--- config.mk ---
export PLATFORM = sky130hd
export DESIGN_NAME = busguard
export DESIGN_NICKNAME = d
export VERILOG_FILES = /design/src/rtl/busguard_pkg.sv /design/src/rtl/bg_addr_decode.sv /design/src/rtl/bg_watchdog.sv /design/src/rtl/bg_fault_log.sv /design/src/rtl/busguard.sv
export SDC_FILE = /design/constraint.sdc
export NUM_CORES = 1
export LEC_CHECK = 0
export ABC_AREA = 0
export CORE_MARGIN = 2
export CORE_UTILIZATION = 44
export CTS_CLUSTER_DIAMETER = 200
export DETAILED_ROUTE_END_ITERATION = 10
export GPL_TIMING_DRIVEN = 0
export PLACE_DENSITY = 0.88
export SYNTH_ARGS = -nofsm -noshare
export SYNTH_HDL_FRONTEND = slang
export SYNTH_SLANG_ARGS = --single-unit
--- constraint.sdc ---
create_clock -name clk -period 2.3 [get_ports clk]
set_input_delay 0.23 -clock clk [delete_from_list [all_inputs] [get_ports clk]]
set_output_delay 0.23 -clock clk [all_outputs]
set_load 0.02 [all_outputs]
--- src/rtl/busguard_pkg.sv ---
package busguard_pkg;

    typedef enum logic [1:0] {
        CAUSE_NONE     = 2'd0,
        CAUSE_TIMEOUT  = 2'd1,
        CAUSE_UNMAPPED = 2'd2
    } fault_cause_e;

    typedef struct packed {
        logic         valid;
        fault_cause_e cause;
    } fault_flags_t;

    function automatic int unsigned sel_width(int unsigned n);
        return (n <= 1) ? 1 : $clog2(n);
    endfunction

    function automatic int unsigned cnt_width(int unsigned lim);
        return $clog2(lim + 1);
    endfunction

endpackage

--- src/rtl/bg_addr_decode.sv ---
module bg_addr_decode
    import busguard_pkg::*;
#(
    parameter int unsigned AW   = 16,
    parameter int unsigned NSLV = 4
) (
    input  logic [AW-1:0]   adr,
    input  logic            req,
    output logic            unmapped,
    output logic [NSLV-1:0] sel
);
    localparam int unsigned SW = sel_width(NSLV);

    logic [SW-1:0] win;
    logic          upper;

    assign upper    = adr[AW-1];
    assign win      = adr[AW-2 -: SW];
    assign unmapped = req & upper;

    for (genvar i = 0; i < NSLV; i++) begin : g_sel
        assign sel[i] = req & ~upper & (win == SW'(i));
    end

endmodule

--- src/rtl/bg_watchdog.sv ---
module bg_watchdog
    import busguard_pkg::*;
#(
    parameter int unsigned LIMIT = 1600
) (
    input  logic clk,
    input  logic rst,
    input  logic active,
    input  logic term,
    output logic expired
);
    localparam int unsigned CW = cnt_width(LIMIT);
    localparam logic [CW-1:0] LIM = CW'(LIMIT);

    logic [CW-1:0] cnt;

    assign expired = active && (cnt == LIM);

    always_ff @(posedge clk) begin
        if (rst || !active || term) begin
            cnt <= '0;
        end else if (cnt != LIM) begin
            cnt <= cnt + 1'b1;
        end
    end

    // the count never passes the limit
    p_cnt_bound_r4: assert property (@(posedge clk) disable iff (rst)
        cnt <= LIM);

    // an idle bus leaves the count at zero
    p_idle_clear_r5: assert property (@(posedge clk) disable iff (rst)
        !active |=> (cnt == '0));

endmodule

--- src/rtl/bg_fault_log.sv ---
module bg_fault_log
    import busguard_pkg::*;
#(
    parameter int unsigned AW = 16
) (
    input  logic          clk,
    input  logic          rst,
    input  logic          evt_unmapped,
    input  logic          evt_timeout,
    input  logic [AW-1:0] adr,
    input  logic          clr,
    output logic          valid,
    output logic [1:0]    cause,
    output logic [AW-1:0] rec_adr
);
    fault_flags_t  flags;
    logic [AW-1:0] adr_q;
    logic          evt;

    assign evt = evt_unmapped | evt_timeout;

    always_ff @(posedge clk) begin
        if (rst) begin
            flags <= '{valid: 1'b0, cause: CAUSE_NONE};
            adr_q <= '0;
        end else if (evt && (clr || !flags.valid)) begin
            flags <= '{valid: 1'b1,
                       cause: (evt_unmapped ? CAUSE_UNMAPPED : CAUSE_TIMEOUT)};
            adr_q <= adr;
        end else if (clr) begin
            flags <= '{valid: 1'b0, cause: CAUSE_NONE};
            adr_q <= '0;
        end
    end

    assign valid   = flags.valid;
    assign cause   = flags.cause;
    assign rec_adr = adr_q;

    // a held record stays put until cleared
    p_hold_r8: assert property (@(posedge clk) disable iff (rst)
        (valid && !clr) |=> (valid && $stable(rec_adr) && $stable(cause)));

    // a clear with no fault empties the record
    p_clear_r9: assert property (@(posedge clk) disable iff (rst)
        (clr && !evt) |=> !valid);

endmodule

--- src/rtl/busguard.sv ---
module busguard
    import busguard_pkg::*;
#(
    parameter int unsigned AW          = 16,
    parameter int unsigned NSLV        = 4,
    parameter int unsigned TIMEOUT_CYC = 1600
) (
    input  logic            clk,
    input  logic            rst,
    input  logic            m_cyc,
    input  logic            m_stb,
    input  logic [AW-1:0]   m_adr,
    output logic            m_ack,
    output logic            m_err,
    output logic [NSLV-1:0] s_sel,
    input  logic [NSLV-1:0] s_ack,
    input  logic [NSLV-1:0] s_err,
    input  logic            flt_clr,
    output logic            flt_valid,
    output logic [1:0]      flt_cause,
    output logic [AW-1:0]   flt_adr
);
    logic req, unmapped, expired, sel_ack, sel_err;

    assign req = m_cyc & m_stb;

    bg_addr_decode #(.AW(AW), .NSLV(NSLV)) u_dec (
        .adr      (m_adr),
        .req      (req),
        .unmapped (unmapped),
        .sel      (s_sel)
    );

    assign sel_ack = |(s_ack & s_sel);
    assign sel_err = |(s_err & s_sel);

    assign m_err = req & (unmapped | expired | sel_err);
    assign m_ack = req & sel_ack & ~m_err;

    bg_watchdog #(.LIMIT(TIMEOUT_CYC)) u_wd (
        .clk     (clk),
        .rst     (rst),
        .active  (req),
        .term    (m_ack | m_err),
        .expired (expired)
    );

    bg_fault_log #(.AW(AW)) u_log (
        .clk          (clk),
        .rst          (rst),
        .evt_unmapped (unmapped),
        .evt_timeout  (expired & ~unmapped),
        .adr          (m_adr),
        .clr          (flt_clr),
        .valid        (flt_valid),
        .cause        (flt_cause),
        .rec_adr      (flt_adr)
    );

    // acknowledge and error never together
    p_ack_err_excl_r6: assert property (@(posedge clk) disable iff (rst)
        !(m_ack && m_err));

    // responses only inside a strobed cycle
    p_resp_qual_r7: assert property (@(posedge clk) disable iff (rst)
        (m_ack || m_err || (s_sel != '0)) |-> (m_cyc && m_stb));

    // at most one slave selected
    p_sel_onehot_r1: assert property (@(posedge clk) disable iff (rst)
        $onehot0(s_sel));

    // upper half errors with no select
    p_unmapped_r2: assert property (@(posedge clk) disable iff (rst)
        (m_cyc && m_stb && m_adr[AW-1]) |-> ((s_sel == '0) && m_err && !m_ack));

endmodule

==> results.txt, run 1 <==
* Design Power: 1.03 mW
- Pwr dens: 473 nW/um2
- The floorplan step set the die height to 63.1 um.
- Maximum number of pins on one net before global-route repair: 11
- The worst register-to-register path has a setup slack of 330 ps.
- Type of the worst setup path: primary input to output port
- Sum of buffers and inverters on the critical path: 2
* Reported max-cap violation count: 0
* Post-synthesis cell type count: 36
- Switching share of power: 25.8%
- Yosys mapped a number of flops with a built-in enable equal to 0.
* Internal Dissipation: 766 uW
- Overflow left after global routing: 0
* Count of input and output buffers: 52
- Summed over all failing endpoints, the final setup total negative slack is 0 ps.
* Pre-CTS setup slack: -149 ps
- Proportion of power drawn by the clock network: 32.3%
* H-tree levels: 2
- CP top delay family: buffers and inverters
- Commonest non-fill, non-tap cell in the layout: sky130_fd_sc_hd__clkdlybuf4s50_1
- Vias in the first global route: 1389
* Hold path startpoint: m_adr[13]
* Routed vias/inst: 5.23
* Data arrival time at the worst-slack endpoint: 1960 ps
- The signal on the critical path passes through clkdlybuf4s50_1 > mux4_2 > a31oi_2 > and3_1 > dlygate4sd2_1.
- In this run, flip-flops and latches consume 51.6% of the power.
- Standby leakage power: 0.762 nW
* Top FF cell, synth: sky130_fd_sc_hd__dfxtp_1
- Library cell used as clock root buffer: sky130_fd_sc_hd__clkbuf_4
* Post-synthesis to final-layout area growth: 42.2%
- Final Hold Violating Endpoints: 0
* Clock transition at the register clock pins on the worst setup and hold paths after CTS: 90 ps
* Cell row count: 21
* Detail-routed net length per standard cell: 13.6 um
- Headroom to the max-slew limit: 68.4%
* Warnings from Yosys: 0
- Net count reported at finish: 268
* HPWL Detailed: 2.84 mm
- Total of flip-flops plus latches after synthesis: 30
- The worst register-to-register path begins at u_wd.cnt[0].
- Sinks on the clock net: 30
* Final period demand of the worst path: 2190 ps
- Global routing used 20.3% of the available tracks across all layers.
* Wire length of the first global-routing pass: 6.38 mm
- Kind of end point of the critical path: output port
* Timing-limited maximum frequency: 0.457 GHz
- Number of buffers created by CTS: 5
* Number of vias in the routed layout: 1486
- Startpoint type of the worst setup path: primary input
* Total detailed-routing wirelength: 3.86 mm
- Count of hold-fix buffers inserted at cts: 0
- Routability-driven placement finished with a final weighted congestion of 0.777.
* Antenna violations before repair: 0
- The min-delay analysis places its worst path in the category primary input to flop.
- Worst hold slack after final layout: 162 ps
- Maximum count of clock buffers along a single path: 2
- Layout cell share with drive strength beyond 1: 13.9%
* Cell type contributing the most total cell area after synthesis: sky130_fd_sc_hd__dfxtp_1
- Core area: 3340 um2
- Library cell contributing the largest single delay on the critical path: sky130_fd_sc_hd__clkdlybuf4s50_1
- In this run the remaining antenna-violating nets after routing total 0.
* Ports: 54
* Logic gate share of total power: 16.1%
* Skew final: 11.8 ps
- In this design, the stage delay of the slowest critical-path cell is 620 ps.
* Setup-violating endpoint count in the final report: 0
* Crit path setup slack, layout: 110 ps
- The later pin in the worst-skew pair is clocked with a latency of 340 ps.
* Final Slew Violations: 0
* Async SR Flop Fraction: 0%
* Effective utilization at floorplan: 46.0%
* Fillers: 271
- After synthesis the cells add up to 1540 um2.
- In this run the horizontal extent of the chip is 63.1 um.
- Sequential fraction of the synthesis area: 39.1%
- Unrepaired setup endpoints after global routing: false
- TritonCTS clock tree: yes
- In the finished design, the share of the clock period the worst path needs comes to 95.2%.
- In the layout the commonest cells are sky130_fd_sc_hd__clkdlybuf4s50_1, sky130_fd_sc_hd__dfxtp_1, sky130_fd_sc_hd__nand3_1, sky130_fd_sc_hd__nor2_1, sky130_fd_sc_hd__a21oi_1.
- Die ar.: 3980 um2
- At the pin with the least slew margin, the transition time is 473 ps.
- Length of the first detailed-routing pass in iterations: 4
* Number of cells produced by synthesis: 176
- At the worst endpoint, the required time is 2070 ps.
- Avg Inst Size Synth: 8.72 um2
- Power dissipated by switching net loads: 266 uW
- In the routed design, unresolved DRC markers number 0.
- The flow ran to the end, and the final reports show no timing, DRC or antenna violations.
- Diode insertion count for antenna repair: 0
- The number of nets in the synthesized netlist is 207.
* Launching instance or port of the critical path: m_adr[14]
- The detailed router finished its first iteration with 90 violations.
* Synth area leaders: sky130_fd_sc_hd__dfxtp_1, sky130_fd_sc_hd__nand3_1, sky130_fd_sc_hd__nor2b_1, sky130_fd_sc_hd__a21oi_1, sky130_fd_sc_hd__nor2_1
* VDD IR-drop max: 0.000285 V
- Share of Yosys cell area claimed by the top area cell type: 39.1%
- Of all nets on the critical path, the largest fanout is 7.
-- sequential cells by signal (all words and copies together) (netlist names) --
register,cells
u_log.cause,2
u_log.rec_adr,16
u_wd.cnt,11
u_log.valid,1
-- worst paths after layout --
check / end / depth (start not counted)
worst min register to register: u_log.rec_adr[15] / 1
worst min-delay path: u_log.rec_adr[13] / 3
worst max-delay path: m_ack / 5
worst max register to register: u_log.rec_adr[5] / 8
-- final cells by class --
cell class              count  area (um2)  share of cell area (%)
clock inverters             1        5.00                   0.229
repair buffers             55         539                    24.7
multi-input cells         133         830                    38.0
well taps                  46        57.6                    2.64
inverters                   2        7.51                   0.344
flip-flops and latches     30         603                    27.6
plain buffers              10        86.3                    3.95
clock buffers               7        55.1                    2.52
-- layer usage --
layer | vias up | GRT usage, % | wire length (um)
li1 | 739 | - | -
met1 | 674 | 24.2 | 1600
met2 | 62 | 33.1 | 1910
met3 | 11 | 6.43 | 256
met4 | 0 | 9.72 | 99
met5 | - | 0 | 0
-- logic make-up (layout without fill, tap and decap cells) --
logic type,Yosys count,after routing,share of synthesized area [%]
AND/OR/NAND/NOR,80,80,28.9
multiplexers,3,3,3.59
AO/OA/AOI/OAI,39,39,14.7
adder cells (fa/ha/maj),2,2,1.63
XOR/XNOR,9,9,5.13
flip-flops,30,30,39.1
buffers and inverters,13,75,7.01
-- power by group through the flow --
stage	Clock [mW]	Combinational, mW	Sequential, mW
4_1_cts	0.339	0.166	0.532
3_5_place_dp	0	0.167	0.544
3_3_place_gp	0	0.165	0.544
2_1_floorplan	0	0.0678	0.554
5_1_grt	0.361	0.178	0.533
6_report	0.333	0.166	0.532
-- worst register-to-register path, delay by kind of cell, from the launching register on --
kind | cells | cell delay (ps)
buffers and inverters | 3 | 470
AO/OA/AOI/OAI | 3 | 610
AND/OR/NAND/NOR | 1 | 270
adder cells (fa/ha/maj) | 1 | 180
flip-flops | 1 | 360
-- per-stage QoR --
step	area [um2]	std cells	utilization, %
after floorplan	1540	176	-
after global placement	2110	274	63.3
after detailed placement	2110	274	63.3
after CTS	2170	282	65.0
after global routing	2180	284	65.4
final	2180	284	65.4
-- synthesized netlist by cell type (all sizes together), types with 2 or more instances --
cell	number
and2b	2
xnor2	6
and3	3
o21ai	16
a21oi	16
a31oi	3
nor3	2
buf	3
nand3	22
ha	2
dfxtp	30
inv	2
clkbuf	7
xor2	3
nor4	2
mux4	2
nor2	21
nor3b	2
nor2b	15
nand2	5
a31o	3
-- what timing repair did --
| action | in CTS | in global routing |
|---|---|---|
| gates resized for setup | 7 | 2 |
| buffers inserted | 0 | 3 |
| endpoints found under the setup margin | 2 | 1 |
Power figures use the tool's default switching activity.
==> run 2, diff against run 1 <==
Settings changed: CORE_UTILIZATION 44 to 45, PLACE_DENSITY 0.88 to 0.89, SYNTH_HIERARCHICAL set to 1.
Clock period 2.3 ns to 2.4 ns, I/O delays scaled along.
==> run 2 against run 1 <==
Non-clock buffer count increased by 3; first-iteration DRC count shrank 28%; die area rose by 3.6%; synthesized area is 6.2% higher; sequential power down 4.1%; sequential cell count is the same; via count increased by 6.0%; routed wire length increased by 4.4%; utilization is 3.0 points higher; worst setup slack better by 19 ps; critical path depth up 4; combinational power is essentially flat; highest routed layer unchanged.
==> results.txt, run 2 <==
- Among all cell types in the netlist, the one instantiated most often is sky130_fd_sc_hd__dfxtp_1.
- Headroom to the max-slew limit: 74.0% (+5.6 points)
- The cell count after placement is 270 (-1.5%).
- The instance area after placement came to 2220 um2 (+5.0%).
- Post-route design area: 2340 um2 (+7.1%)
- Ordered cell list for the critical path: inv_1 > ha_1 > and4_1 > buf_4 > and2_1 > nor2_2 > and3_4 > nor3b_2 > buf_2
- The worst register-to-register path begins at u_wd/cnt[0].
- Relative to the synthesized area, the layout overhead comes to 43.4%.
- Detail-routed net length per standard cell: 14.3 um (+5.5%)
- In this run the worst setup path begins at u_wd/cnt[0].
* Top FF cell, synth: sky130_fd_sc_hd__dfxtp_1
* Die ar.: 4120 um2 (+3.6%)
* Wire length of the first global-routing pass: 6.69 mm (+5.0%)
* Area occupied by multi-input gates: 936 um2 (+13%)
* Routed vias/inst: 5.60 (+7.1%)
- The maximum single-stage delay on the critical path is 360 ps (-260 ps).
- The met3 track utilization from global routing is 5.28% (-1.1 points).
- The remaining antenna violation count after routing was 0 (unchanged).
- Total detailed-routing wirelength: 4.03 mm (+4.4%)
- The count of buffers from port buffering was 53 (+1.9%).
- The number of detailed-routing iterations run before antenna repair is 4 (unchanged).
- EDFF count, synth: 0 (unchanged)
- The floorplan row count was 21 (unchanged).
- Post-synthesis cell type count: 49 (+36%)
- The routability-driven placement congestion ratio was 0.769 (-0.97%).
- Antenna violations before repair: 0 (unchanged)
- Number of vias in the routed layout: 1575 (+6.0%)
- Unrepaired setup endpoints after global routing: false
* Maximum count of clock buffers along a single path: 2 (unchanged)
* Utilization of the core after routing: 68.5% (+3.0 points)
- Pwr dens: 426 nW/um2 (-9.9%)
- Met1 track demand over resource: 25.1% (+0.84 points)
- Based on the critical path, the design can be clocked at up to 0.440 GHz.
- The number of maximum-capacitance constraint violations was 0 (unchanged).
- The final net count was 265 (-1.1%).
- The post-synthesis sequential element count was 30 (unchanged).
- Pre-CTS setup slack: -589 ps (-440 ps)
- Total global-route track usage: 20.7% (+0.32 points)
- HPWL Detailed: 2.78 mm (-2.2%)
* Hold path startpoint: m_adr[10]
- Among all stages on the critical path, the largest delay is contributed by sky130_fd_sc_hd__dfxtp_4.
- The number of flip-flops under the largest register name is 16 (unchanged).
- Final period demand of the worst path: 2270 ps
- Vias in the first global route: 1486 (+7.0%)
- The antenna diode count came to 0 (unchanged).
* Setup-violating endpoint count in the final report: 0 (unchanged)
- The H-tree level count is 2 (unchanged).
- The effective utilization at floorplan is 47.7% (+1.7 points).
* Area of the mapped netlist: 1630 um2 (+6.2%)
* Core area: 3420 um2 (+2.4%)
- The highest fanout seen on the critical path was 5 (-2).
- The warning count from the yosys run was 6 (+6).
* Avg Inst Size Synth: 9.53 um2 (+9.3%)
- The count of routing violations after the opening detailed-route iteration came to 65 (-28%).
- The proportion of synthesized chip area in sequential cells came to 36.8% (-2.3 points).
* Y dimension of the die: 64.2 um (+1.8%)
- Result of the run: completed
* Transition at the pin with the smallest max-transition slack: 390 ps (-83.0 ps)
- TritonCTS built the clock tree.
- The data required time of the worst path was 2160 ps (+90 ps).
* Width of the chip: 64.2 um (+1.8%)
* Type of the worst setup path: flop to output port
- Layout cell share with drive strength beyond 1: 30.6% (+17 points)
* Cell type contributing the most total cell area after synthesis: sky130_fd_sc_hd__dfxtp_1
* Library cell used as clock root buffer: sky130_fd_sc_hd__clkbuf_4
- The fraction of synthesized cell area taken by the top area cell type was 36.8% (-2.3 points).
* Commonest non-fill, non-tap cell in the layout: sky130_fd_sc_hd__clkdlybuf4s50_1
* Skew final: 5.06 ps (-6.70 ps)
- Startpoint type of the worst setup path: flop
- Post-synth top cells: sky130_fd_sc_hd__dfxtp_1, sky130_fd_sc_hd__o211ai_1, sky130_fd_sc_hd__a21oi_1, sky130_fd_sc_hd__nand3_1
- Fillers: 295 (+8.9%)
- The number of top-level design ports was 54 (unchanged).
- Number of buffers created by CTS: 5 (unchanged)
- Tcrit/Tclk final: 94.6%
- Final Non-Filler Cells: 281 (-1.1%)
- HP Class: primary input to flop
- VDD IR-drop max: 0.000265 V (-7.0%)
- Final setup TNS: 0 ps (unchanged)
* Sinks on the clock net: 30 (unchanged)
- Kind of end point of the critical path: output port
- The gate count after technology mapping came to 171 (-2.8%).
* Most frequent cells in the layout: sky130_fd_sc_hd__clkdlybuf4s50_1, sky130_fd_sc_hd__dfxtp_1, sky130_fd_sc_hd__o211ai_1, sky130_fd_sc_hd__a21oi_1, sky130_fd_sc_hd__nand3_1
* Layer carrying the most global-route usage: met2
* Design Power: 996 uW (-3.5%)
- Clock latency on the worst-skew pair: 330 ps (about the same)
- Async SR Flop Fraction: 0% (unchanged)
- The met2 track demand over resource in global routing came to 33.7% (+0.61 points).
* Maximum number of pins on one net before global-route repair: 11 (unchanged)
- The synthesized netlist net count came to 202 (-2.4%).
* Final Hold Violating Endpoints: 0 (unchanged)
- In the post-synthesis netlist, the biggest area contributors are sky130_fd_sc_hd__dfxtp_1, sky130_fd_sc_hd__o211ai_1, sky130_fd_sc_hd__nand3_2, sky130_fd_sc_hd__a21oi_2, sky130_fd_sc_hd__a21oi_1.
* Register cell area after layout: 613 um2 (+1.7%)
* Worst hold slack after final layout: 468 ps (+306 ps)
- The leakage power is 0.765 nW (+0.38%).
- The global route total overflow was 0 (unchanged).
* Detailed-route DRC error count: 0 (unchanged)
- The final worst setup slack was 129 ps (+18.9 ps).
- Final Slew Violations: 0 (unchanged)
* Data arrival time at the worst-slack endpoint: 2030 ps (+70 ps)
- Clock transition at the register clock pins on the worst setup and hold paths after CTS: 90 ps (about the same)
run 2: worst paths after layout:
path                                          end  slack, ps  cells past startpoint
worst min register to register        u_wd/cnt[9]        490                      2
worst min-delay path            u_log/rec_adr[10]        470                      3
worst max register to register        u_wd/cnt[0]        140                     11
worst max-delay path                        m_ack        130                      9
run 2: power by group:
| group | total, mW | internal (mW) | leakage (nW) | switching [mW] |
|---|---|---|---|---|
| clock | 0.320 | 0.142 | 0.0353 | 0.178 |
| combinational | 0.165 | 0.0887 | 0.483 | 0.0766 |
| sequential | 0.510 | 0.505 | 0.246 | 0.00513 |
| total | 0.996 | 0.735 | 0.765 | 0.260 |
run 2: cell families (layout without fill, tap and decap cells):
group	after synthesis	count (layout)	synth area share, %
mux	3	3	2.23
xor+xnor	3	3	1.61
fa+ha+maj	2	2	1.53
compound gates	51	51	21.9
buf+inv	18	82	7.52
flops	30	30	36.8
simple gates	64	64	28.4
run 2: cell type report:
| class | instances | area share, % |
|---|---|---|
| sequential | 30 | 26.2 |
| clock inverter | 1 | 0.214 |
| tap | 46 | 2.46 |
| buffer | 11 | 4.23 |
| multi-input combinational | 123 | 40.0 |
| clock buffer | 7 | 2.35 |
| timing repair buffer | 57 | 23.5 |
| inverter | 6 | 0.963 |
run 2: routing by layer:
metal	vias up	wire length [um]
met1	750	1840
li1	769	-
met3	5	229
met2	51	1900
met5	-	0
met4	0	60
run 2: what timing repair did:
| action | CTS | global route |
|---|---|---|
| resized for setup | 21 | 7 |
| endpoints found under the hold margin | 0 | 0 |
| hold buffers | 0 | 0 |
| pin swaps | 2 | 4 |
| setup buffers | 3 | 1 |
| endpoints found under the setup margin | 12 | 7 |
run 2: critical path, delay by kind of cell, from the launching register on:
| family | cells | cell delay [ps] |
|---|---|---|
| AND/OR/NAND/NOR | 5 | 770 |
| buffers and inverters | 3 | 380 |
| flip-flops | 1 | 360 |
| adder cells (fa/ha/maj) | 1 | 190 |
==> run 3, diff against run 2 <==
Settings changed: CORE_ASPECT_RATIO set to 1.5, SKIP_LAST_GASP set to 1.
==> run 3 against run 2 <==
Routed wire length rose by 11%; sequential cell count did not move; final cell count fell by 0.36%; worst setup slack got worse by 88 ps; combinational power rose by 4%; global-route usage rose by 1.5 points; worst hold slack got worse by 170 ps; non-clock buffer count rose by 3; cell area rose by 3.8%; fmax fell by 3.7%; via count fell by 1.1%; critical endpoint is now u_wd/cnt[0].
==> results.txt, run 3 (synthesis results as in run 2) <==
- Hold path startpoint: m_adr[14]
- The final total power was 1.18 mW (+18%).
* HP Class: primary input to flop
* Effective utilization at floorplan: 47.3% (-0.45 points)
* Pwr dens: 484 nW/um2 (+14%)
- The highest fanout seen on the critical path came to 5 (unchanged).
- Total global-route track usage: 22.1% (+1.5 points)
- The count of unresolved DRC violations after routing is 0 (unchanged).
* Sinks on the clock net: 30 (unchanged)
- Layout cell share with drive strength beyond 1: 31.1% (+0.45 points)
- In this run the critical register-to-register path is launched from u_wd/cnt[9].
- The final clock period utilization by the worst path came to 98.3% (+3.7 points).
- The worst clock skew was 6.35 ps (+1.29 ps).
- Setup-violating endpoint count in the final report: 0 (unchanged)
- The worst voltage drop across the vdd grid was 0.000572 V (+120%).
- The run finished with clean final reports.
- The total via count in the routed design was 1558 (-1.1%).
- The pin count of the biggest net entering global routing was 11 (unchanged).
* Clock latency on the worst-skew pair: 280 ps (-50 ps)
- H-tree levels: 2 (unchanged)
- The library cell used most frequently in the layout, excluding fill and tap cells, is sky130_fd_sc_hd__clkdlybuf4s50_1.
- The floorplan row count came to 26 (+24%).
- Worst EP required: 2570 ps (+410 ps)
- Total detailed-routing wirelength: 4.47 mm (+11%)
- The post-detailed-route via-to-cell ratio is 5.56 (-0.73%).
* Pre-CTS setup slack: -579 ps (+10.3 ps)
- Timing-limited maximum frequency: 0.424 GHz (-3.7%)
* Standby leakage power: 0.847 nW (+11%)
- The final worst setup slack came to 41.1 ps (-87.7 ps).
* Y dimension of the die: 77.7 um (+21%)
* Library cell used as clock root buffer: sky130_fd_sc_hd__clkbuf_8
- Transition at the pin with the smallest max-transition slack: 456 ps (+66.7 ps)
- Number of flip-flops under the largest register name: 16 (unchanged)
- The accumulated negative setup slack was 0 ps (unchanged).
- Placer Congestion: 0.816 (+6.1%)
* Overflow left after global routing: 0 (unchanged)
- Data arrival time at the worst-slack endpoint: 2530 ps (+500 ps)
* Detail-routed net length per standard cell: 16.0 um (+11%)
- The initial antenna violation count came to 0 (unchanged).
* Startpoint type of the worst setup path: flop
* Drt initial violations: 34 (-48%)
- The final net count came to 268 (+1.1%).
- The remaining antenna violation count after routing was 0 (unchanged).
- The clock transition time at the flip-flop clock pins of the worst setup and hold paths came to 60 ps (-30 ps).
- The die span in x came to 53.1 um (-17%).
* Final Hold Violating Endpoints: 0 (unchanged)
* Final Slew Violations: 0 (unchanged)
- The worst setup path is captured at a flop.
- The number of maximum-capacitance constraint violations is 0 (unchanged).
- TritonCTS clock tree: yes
- The count of buffers from port buffering is 53 (unchanged).
* Number of buffers created by CTS: 5 (unchanged)
- The total half-perimeter wirelength after legalization and detailed placement came to 3.10 mm (+11%).
- The area of the die is 4130 um2 (+0.24%).
* Maximum count of clock buffers along a single path: 2 (unchanged)
- Final period demand of the worst path: 2360 ps (+87.7 ps)
- Diode insertion count for antenna repair: 0 (unchanged)
- The standard cell core area is 3450 um2 (+0.95%).
* Launching instance or port of the critical path: u_wd/cnt[9]
- Worst setup slack for register-to-register paths: 40 ps (-100 ps)
- The max-slew headroom at the worst pin is 69.6% (-4.4 points).
- Most frequent cells in the layout: sky130_fd_sc_hd__clkdlybuf4s50_1, sky130_fd_sc_hd__dfxtp_1, sky130_fd_sc_hd__o211ai_1, sky130_fd_sc_hd__a21oi_1, sky130_fd_sc_hd__nand3_1
* Ports: 54 (unchanged)
- The number of detailed-routing iterations run before antenna repair came to 4 (unchanged).
- Vias in the first global route: 1539 (+3.6%)
* Post-synthesis to final-layout area growth: 48.9%
- Wire length of the first global-routing pass: 6.92 mm (+3.4%)
* Type of the worst setup path: flop to flop
- Fillers: 285 (-3.4%)
-- run 3: where the power goes --
part | switching (mW) | internal (mW)
clock | 0.188 | 0.305
sequential | 0.00529 | 0.505
combinational | 0.0799 | 0.0919
total | 0.273 | 0.902
-- run 3: final cells by class --
type                    count  area [um2]  area share (%)
plain buffers              12         111            4.59
clock buffers               5        68.8            2.84
clock inverters             3        40.0            1.65
inverters                   6        25.0            1.03
multi-input cells         123         942            38.8
flip-flops and latches     30         609            25.1
well taps                  42        52.6            2.16
repair buffers             59         578            23.8
-- run 3: layer usage --
metal | GRT usage, % | vias up | wire length, um
met2 | 41.1 | 39 | 2580
met3 | 5.38 | 8 | 180
li1 | - | 771 | -
met1 | 22.6 | 740 | 1650
met5 | 0 | - | 0
met4 | 8.21 | 0 | 56
-- run 3: worst paths after layout --
| kind | to | cells past startpoint |
|---|---|---|
| setup / recovery | u_wd/cnt[0] | 11 |
| hold / removal | u_log/rec_adr[14] | 3 |
| hold reg to reg | u_wd/cnt[10] | 2 |
| setup reg to reg | u_wd/cnt[0] | 11 |
-- run 3: worst max-delay path, stage by stage (launching register included) --
cell and delay [ps]:
sky130_fd_sc_hd__dfxtp_1 370, sky130_fd_sc_hd__nor4bb_2 330, sky130_fd_sc_hd__and4_1 210, sky130_fd_sc_hd__buf_2 160, sky130_fd_sc_hd__and2_1 160, sky130_fd_sc_hd__nor2_1 60
sky130_fd_sc_hd__and3_4 180, sky130_fd_sc_hd__a21oi_2 180, sky130_fd_sc_hd__or3b_4 180, sky130_fd_sc_hd__buf_8 110, sky130_fd_sc_hd__nor2_2 30, sky130_fd_sc_hd__mux2_4 260
-- run 3: repair_timing --
| item | in CTS | in global routing |
|---|---|---|
| pin swaps | 1 | 5 |
| setup endpoints to repair | 12 | 20 |
| cloned | 1 | 0 |
| resized for setup | 12 | 19 |
| hold buffers | 0 | 0 |
| setup buffers | 0 | 5 |
| endpoints found under the hold margin | 0 | 0 |
-- run 3: metrics by stage --
step	instances	hold slack, ps	utilization (%)	cell area, um2
final	280	301	70.4	2430
after global routing	280	321	70.4	2430
after detailed placement	266	471	64.2	2210
after floorplan	171	371	-	1630
after CTS	275	482	68.3	2350
after global placement	266	460	64.2	2210
